==> src/rtl/fsel_pkg.sv <==
package fsel_pkg;
  localparam int SEL_W  = 5;
  localparam int N_W    = 8;
  localparam int M_W    = 7;
  localparam int ADDR_W = 3;
  localparam int BYTE_W = 8;
  localparam int LANES  = 2;
  localparam int NUM_REGS = 6;

  localparam int REG_MODE = 0;
  localparam int REG_SEL  = 1;
  localparam int REG_N    = 2;
  localparam int REG_M    = 3;
  localparam int REG_RN   = 4;
  localparam int REG_RM   = 5;

  typedef struct packed {
    logic rsel;
    logic wd_en;
    logic ovr;
    logic prog;
  } mode_t;

  typedef struct packed {
    logic             prog;
    logic [SEL_W-1:0] sel;
    logic [N_W-1:0]   n;
    logic [M_W-1:0]   m;
  } clk_cfg_t;
endpackage

==> src/rtl/fsel_regs.sv <==
module fsel_regs
  import fsel_pkg::*;
(
  input  logic                  clk,
  input  logic                  rst_n,
  input  logic                  wr_en,
  input  logic                  wr_pair,
  input  logic [ADDR_W-1:0]     wr_addr,
  input  logic [LANES*BYTE_W-1:0] wr_data,
  input  logic                  strap_latch,
  input  logic [SEL_W-1:0]      strap_in,
  output mode_t                 mode_q,
  output logic [SEL_W-1:0]      sel_q,
  output logic [SEL_W-1:0]      strap_q,
  output logic [N_W-1:0]        n_q,
  output logic [M_W-1:0]        m_q,
  output logic [N_W-1:0]        rn_q,
  output logic [M_W-1:0]        rm_q,
  output logic                  upd_q,
  output logic                  user_wr
);
  logic [NUM_REGS-1:0]    hit;
  logic [BYTE_W-1:0]      wbyte [NUM_REGS];
  logic [LANES-1:0]       lane_en;
  logic [ADDR_W-1:0]      lane_addr [LANES];

  // one lane per byte of a paired write
  for (genvar l = 0; l < LANES; l++) begin : g_lane
    assign lane_en[l]   = wr_en & ((l == 0) | wr_pair);
    assign lane_addr[l] = wr_addr + ADDR_W'(l);
  end

  always_comb begin
    for (int r = 0; r < NUM_REGS; r++) begin
      hit[r]   = 1'b0;
      wbyte[r] = '0;
      for (int l = 0; l < LANES; l++) begin
        if (lane_en[l] && (int'(lane_addr[l]) == r)) begin
          hit[r]   = 1'b1;
          wbyte[r] = wr_data[l*BYTE_W +: BYTE_W];
        end
      end
    end
  end

  logic [BYTE_W-1:0] mode_byte, sel_byte, m_byte, rm_byte;
  assign mode_byte = wbyte[REG_MODE];
  assign sel_byte  = wbyte[REG_SEL];
  assign m_byte    = wbyte[REG_M];
  assign rm_byte   = wbyte[REG_RM];

  mode_t mode_d;
  assign mode_d = mode_t'(mode_byte[3:0]);

  logic mode_chg, div_wr;
  assign mode_chg = hit[REG_MODE] & (mode_d != mode_q);
  assign div_wr   = hit[REG_N] | hit[REG_M] | hit[REG_RN] | hit[REG_RM];
  assign user_wr  = hit[REG_MODE] | hit[REG_SEL] | hit[REG_N] | hit[REG_M];

  // upper bits of narrow registers are don't-care on write
  logic unused_hi;
  assign unused_hi = ^{mode_byte[7:4], sel_byte[7:5], m_byte[7], rm_byte[7]};

  always_ff @(posedge clk or negedge rst_n) begin
    if (!rst_n) begin
      mode_q  <= '0;
      sel_q   <= '0;
      strap_q <= '0;
      n_q     <= '0;
      m_q     <= '0;
      rn_q    <= '0;
      rm_q    <= '0;
      upd_q   <= 1'b0;
    end else begin
      if (hit[REG_MODE]) mode_q <= mode_d;
      if (hit[REG_SEL])  sel_q  <= sel_byte[SEL_W-1:0];
      if (hit[REG_N])    n_q    <= wbyte[REG_N];
      if (hit[REG_M])    m_q    <= m_byte[M_W-1:0] | M_W'(unused_hi & 1'b0);
      if (hit[REG_RN])   rn_q   <= wbyte[REG_RN];
      if (hit[REG_RM])   rm_q   <= rm_byte[M_W-1:0];
      if (strap_latch)   strap_q <= strap_in;
      upd_q <= div_wr | mode_chg;
    end
  end
endmodule

==> src/rtl/fsel_cfgsel.sv <==
module fsel_cfgsel
  import fsel_pkg::*;
(
  input  logic             clk,
  input  logic             rst_n,
  input  logic             prog_en,
  input  logic             ovr,
  input  logic             rsel,
  input  logic [SEL_W-1:0] sel_q,
  input  logic [SEL_W-1:0] strap_q,
  input  logic [N_W-1:0]   n_q,
  input  logic [M_W-1:0]   m_q,
  input  logic [N_W-1:0]   rn_q,
  input  logic [M_W-1:0]   rm_q,
  input  logic             upd_q,
  input  logic             rcv_active,
  output clk_cfg_t         cfg_q,
  output logic             pll_load_q,
  output logic             arm
);
  logic [SEL_W-1:0] ratio;
  clk_cfg_t         cfg_next;
  logic             rcv_seen_q, rcv_rise, load_d;

  assign ratio = ovr ? sel_q : strap_q;

  always_comb begin
    if (rcv_active) begin
      if (rsel) cfg_next = '{prog: 1'b1, sel: ratio, n: rn_q, m: rm_q};
      else      cfg_next = '{prog: 1'b0, sel: strap_q, n: '0, m: '0};
    end else if (prog_en) begin
      cfg_next = '{prog: 1'b1, sel: ratio, n: n_q, m: m_q};
    end else begin
      cfg_next = '{prog: 1'b0, sel: ratio, n: '0, m: '0};
    end
  end

  assign rcv_rise = rcv_active & ~rcv_seen_q;
  assign load_d   = upd_q | rcv_rise | (cfg_next != cfg_q);
  assign arm      = load_d & ~rcv_rise;

  always_ff @(posedge clk or negedge rst_n) begin
    if (!rst_n) begin
      cfg_q      <= '0;
      pll_load_q <= 1'b0;
      rcv_seen_q <= 1'b0;
    end else begin
      cfg_q      <= cfg_next;
      pll_load_q <= load_d;
      rcv_seen_q <= rcv_active;
    end
  end
endmodule

==> src/rtl/fsel_wdog.sv <==
module fsel_wdog #(
  parameter int WD_W       = 16,
  parameter int WD_RELOAD  = 1000,
  parameter int RST_CYCLES = 8
) (
  input  logic clk,
  input  logic rst_n,
  input  logic wd_en,
  input  logic tick,
  input  logic arm,
  input  logic user_wr,
  output logic rcv_active,
  output logic sys_rst
);
  localparam int RC_W = $clog2(RST_CYCLES + 1);
  localparam logic [WD_W-1:0] RELOAD = WD_W'(WD_RELOAD);

  logic            running;
  logic [WD_W-1:0] cnt;
  logic [RC_W-1:0] rst_cnt;
  logic            expire;

  assign expire  = running & tick & (cnt == WD_W'(1));
  assign sys_rst = (rst_cnt != '0);

  always_ff @(posedge clk or negedge rst_n) begin
    if (!rst_n) begin
      running    <= 1'b0;
      cnt        <= RELOAD;
      rcv_active <= 1'b0;
      rst_cnt    <= '0;
    end else begin
      if (!wd_en) begin
        running <= 1'b0;
        cnt     <= RELOAD;
      end else if (arm) begin
        running <= 1'b1;
        cnt     <= RELOAD;
      end else if (expire) begin
        running <= 1'b0;
        cnt     <= RELOAD;
      end else if (running && tick) begin
        cnt <= cnt - WD_W'(1);
      end

      if (wd_en && !arm && expire) begin
        rcv_active <= 1'b1;
        rst_cnt    <= RC_W'(RST_CYCLES);
      end else begin
        if (user_wr) rcv_active <= 1'b0;
        if (rst_cnt != '0) rst_cnt <= rst_cnt - RC_W'(1);
      end
    end
  end
endmodule

==> src/rtl/fsel_wdog_ctrl.sv <==
module fsel_wdog_ctrl
  import fsel_pkg::*;
#(
  parameter int WD_W       = 16,
  parameter int WD_RELOAD  = 1000,
  parameter int RST_CYCLES = 8
) (
  input  logic        clk,
  input  logic        rst_n,
  input  logic [4:0]  strap_in,
  input  logic        strap_latch,
  input  logic        wr_en,
  input  logic        wr_pair,
  input  logic [2:0]  wr_addr,
  input  logic [15:0] wr_data,
  input  logic        wd_tick,
  output logic        cfg_prog_o,
  output logic [4:0]  cfg_sel_o,
  output logic [7:0]  cfg_n_o,
  output logic [6:0]  cfg_m_o,
  output logic        pll_load_o,
  output logic        sys_rst_o,
  output logic        in_recovery_o,
  output logic [7:0]  strap_status_o
);
  mode_t            mode_q;
  logic [SEL_W-1:0] sel_q, strap_q;
  logic [N_W-1:0]   n_q, rn_q;
  logic [M_W-1:0]   m_q, rm_q;
  logic             upd_q, user_wr, arm, rcv_active;
  clk_cfg_t         cfg_q;

  fsel_regs u_regs (
    .clk, .rst_n, .wr_en, .wr_pair, .wr_addr, .wr_data,
    .strap_latch, .strap_in,
    .mode_q, .sel_q, .strap_q, .n_q, .m_q, .rn_q, .rm_q,
    .upd_q, .user_wr
  );

  fsel_cfgsel u_sel (
    .clk, .rst_n,
    .prog_en(mode_q.prog), .ovr(mode_q.ovr), .rsel(mode_q.rsel),
    .sel_q, .strap_q, .n_q, .m_q, .rn_q, .rm_q,
    .upd_q, .rcv_active,
    .cfg_q, .pll_load_q(pll_load_o), .arm
  );

  fsel_wdog #(.WD_W(WD_W), .WD_RELOAD(WD_RELOAD), .RST_CYCLES(RST_CYCLES)) u_wd (
    .clk, .rst_n, .wd_en(mode_q.wd_en), .tick(wd_tick), .arm, .user_wr,
    .rcv_active, .sys_rst(sys_rst_o)
  );

  assign cfg_prog_o     = cfg_q.prog;
  assign cfg_sel_o      = cfg_q.sel;
  assign cfg_n_o        = cfg_q.n;
  assign cfg_m_o        = cfg_q.m;
  assign in_recovery_o  = rcv_active;
  assign strap_status_o = {strap_q, 3'b011};
endmodule

==> config.mk <==
export PLATFORM = sky130hd
export DESIGN_NAME = fsel_wdog_ctrl
export DESIGN_NICKNAME = d
export VERILOG_FILES = /design/src/rtl/fsel_pkg.sv /design/src/rtl/fsel_regs.sv /design/src/rtl/fsel_cfgsel.sv /design/src/rtl/fsel_wdog.sv /design/src/rtl/fsel_wdog_ctrl.sv
export SDC_FILE = /design/constraint.sdc
export NUM_CORES = 1
export LEC_CHECK = 0
export ABC_AREA = 1
export BUFFER_PORTS_ARGS = -buffer_cell sky130_fd_sc_hd__buf_4
export CAP_MARGIN = 5
export CORE_MARGIN = 2
export CORE_UTILIZATION = 39
export CTS_BUF_LIST = sky130_fd_sc_hd__clkbuf_4
export DETAILED_ROUTE_END_ITERATION = 8
export SYNTH_ARGS = -nofsm -noshare
export SYNTH_HDL_FRONTEND = slang
export SYNTH_HIERARCHICAL = 1
export SYNTH_SLANG_ARGS = --single-unit
export TNS_END_PERCENT = 30
==> constraint.sdc <==
create_clock -name clk -period 3.47 [get_ports clk]
set_input_delay 0 -clock clk [delete_from_list [all_inputs] [get_ports clk]]
set_output_delay 0 -clock clk [all_outputs]
set_load 0.005 [all_outputs]
==> impl_metrics.ini <==
[worst_setup_path]
crit_path_max_incr_delay_ns = 0.53
endpoint_kind = register
cp_cell_sequence = inv_2 > nand3_1 > nand2_1 > nand2_1 > nand2_1 > nand2_1 > nor2_1 > nand2_1 > nor2_1 > a21oi_1 > inv_2 > nand2_1 > nor2_2 > nor2_2 > nand3_1 > nand2_1 > nand2_1 > nor2_1
crit_type = register to register
cp-startpoint = u_wd/rcv_active
crit-reg2reg-capture = u_wd/cnt[14]
cpMostUsedCell = nand2_1
slowest_stage = dfrtp_1
crit_arrival_ns = 3.04
r2r-start = u_wd/rcv_active
start_kind = register
critPathMaxFanout = 20
reg2reg_depth = 18
ff2ff_setup_slack_ns = 0.82
required_ns = 3.85
critPathCapture = u_wd/cnt[14]

[sta]
max-slew-margin-rel_pct = 38.1
rsz0062_at_grt = no
setup_viol = 0
final_hold_viol_count = 0
setup-tns-final_ns = 0
final.min_clock_period_ns = 2.65
max_freq_mhz = 377
fin_skew_ns = 0.0283
worst_slew_pin_slew_ns = 0.928
min_period_over_period_pct = 76.5
slew_viol_final = 0

[clock_network]
path_clk_slew_ns = 0.15
cts_root_buf = clkbuf_4
clk_latency_ns = 0.47
clk_path_buf_depth = 2
ctsResizeCount = 0
cts_setup_buffers = 0
cts_buffers = 9
cts_hold_buf = 37
clock-sinks = 90
cts_tree = done
htreeDepth = 3

[place]
hpwl_um = 9980
io_buffers = 58
placed_cells = 858
place_congestion = 0.903

[drt]
wl_per_cell_um = 15.1
viasPerCell = 5.15
drtAntennaViolNets = 0
vias = 4688
drt-initial-drc-count = 317
drc = 0
dr.pass1.iters = 5
wirelength_um = 13800

[cells_and_area]
fin_nets = 768
area_growth_syn_to_layout_pct = 20.6
layout.cells.non_filler = 911
fillers = 1249
antenna_cells = 0
drive_gt1_share_pct = 18.5

[logic_synthesis]
syn_inst = 645
synth-warning-count = 6
synth_edf_count = 0
synth_area_per_cell_um2 = 7.92
ys.flop_type = dfrtp_1
yosysSeqAreaShare_pct = 44.2
synth_seq_cells = 90
syn-cell-area_um2 = 5110
synth_async_sr_flop_share_pct = 100
synth.distinct_cells = 34

[job]
maxCapViolCount = 0

[pwr]
ir_drop_mv = 0.209
cellLeakagePower_uw = 0.00315
p_per_area_nw_per_um2 = 436

[global_route]
grt_usage_pct = 20.5
grt_pass1_wl_um = 22800
grt_max_degree = 73
grt_overflow = 0
antenna_found_initial = 0
grt_pass1_vias = 4526

[die]
die_area_um2 = 14000
coreArea_um2 = 12700
die_height_um = 118
initial_core_util_pct = 40.2
num_rows = 41
die-width_um = 118
io_pins = 62

[min_path]
min_path_type = input port to register

[run_status]
status = finished, final reports clean
-- routing by layer --
layer  share of wire [%]  GRT usage (%)
met5                   0              0
met4                 2.3           8.48
met3                 5.3           3.76
met2                  46           32.2
met1                  47           27.8
-- cells in the final DEF, fill, tap and decap left out, types with 2 or more instances in the layout --
cell type,n
nand2_2,9
nor2_2,7
inv_1,77
dlygate4sd3_1,37
mux2_2,5
nand3b_1,7
o21ai_0,5
o21bai_1,4
nand4_1,6
dfrtp_1,84
nand3_1,127
nor2_1,36
inv_2,7
nand2_1,168
nand3_2,6
a21oi_1,8
o221ai_1,28
ha_1,4
o211ai_2,7
clkinv_1,2
conb_1,3
nand2_4,2
dfstp_2,6
clkbuf_4,10
buf_4,62
xor2_1,3
nor2_4,8
-- logic make-up (layout without fill, tap and decap cells) --
logic type      Yosys count  count (layout)  synth area share (%)
simple gates            379             379                  35.1
compound gates           54              54                  8.74
other cells               2               3                 0.147
buf+inv                 107             200                  8.96
xor+xnor                  3               3                 0.514
fa+ha+maj                 4               4                 0.980
flops                    90              90                  44.2
mux                       6               6                  1.30
-- worst max-delay path: cells and delay by family, from the launching register on --
kind	cells	cell delay (ns)
buf+inv	2	0.44
simple gates	15	1.46
flops	1	0.53
compound gates	1	0.14
-- flip-flops by register name, indices dropped and copies added (netlist names), 5 cells and up --
name            count
u_regs/m_q          7
u_regs/n_q          8
u_regs/rm_q         7
u_regs/rn_q         8
u_regs/sel_q        5
u_regs/strap_q      5
u_sel/cfg_q        21
u_wd/cnt           16
-- report_power, final --
part / switching (µW) / leakage [µW] / internal, µW
clock: 364 / 0.0000715 / 223
sequential: 163 / 0.00114 / 1210
combinational: 386 / 0.00194 / 346
-- synth_stat cells, types with 7 or more instances --
library cell	instances	share of area, %
nand3b_1	7	1.0
dfrtp_1	84	41
nor2_4	8	1.8
o211ai_2	7	1.7
o221ai_1	28	4.8
nand3_1	127	12
nor2_2	7	0.86
nand2_2	9	1.1
nand2_1	168	12
buf_2	13	1.3
inv_1	77	5.7
a21oi_1	8	0.78
nor2_1	36	2.6
inv_2	7	0.51
-- through the flow --
| stage | area (µm²) | worst slack [ns] | utilization [%] | hold slack [ns] | total power [µW] |
|---|---|---|---|---|---|
| 4_1_cts | 6160 | 0.852 | 48.4 | 0.00819 | 2710 |
| 6_report | 6160 | 0.817 | 48.4 | 0.0417 | 2690 |
| 2_1_floorplan | 5110 | 1.34 | - | -0.296 | 1760 |
| 3_5_place_dp | 5660 | 0.891 | 44.5 | 0.207 | 2060 |
| 3_3_place_gp | 5660 | 0.992 | 44.5 | 0.201 | 2040 |
| 5_1_grt | 6160 | 0.575 | 48.4 | 0.0462 | 2860 |
-- layout make-up --
| type | count | area [µm²] | share of cell area (%) |
|---|---|---|---|
| multi-input combinational | 449 | 2390 | 38.9 |
| sequential | 90 | 2260 | 36.7 |
| timing repair buffer | 99 | 836 | 13.6 |
| inverter | 85 | 322 | 5.22 |
| tap | 172 | 215 | 3.49 |
| clock buffer | 10 | 75.1 | 1.22 |
| clock inverter | 6 | 58.8 | 0.955 |
-- worst min path at each step --
| stage | start | end | slack [ns] | cells past startpoint |
|---|---|---|---|---|
| after floorplan | rst_n | u_regs/m_q[0] | -0.30 | 0 |
| after global placement | rst_n | u_regs/n_q[7] | 0.20 | 1 |
| after detailed placement | rst_n | u_sel/cfg_q[4] | 0.21 | 1 |
| after CTS | wr_addr[0] | u_regs/mode_q[2] | 0.008 | 5 |
| after global routing | wr_addr[0] | u_regs/mode_q[2] | 0.05 | 5 |
| final | wr_addr[0] | u_regs/mode_q[2] | 0.04 | 5 |
Note: power is estimated with default switching activity, not from simulation.
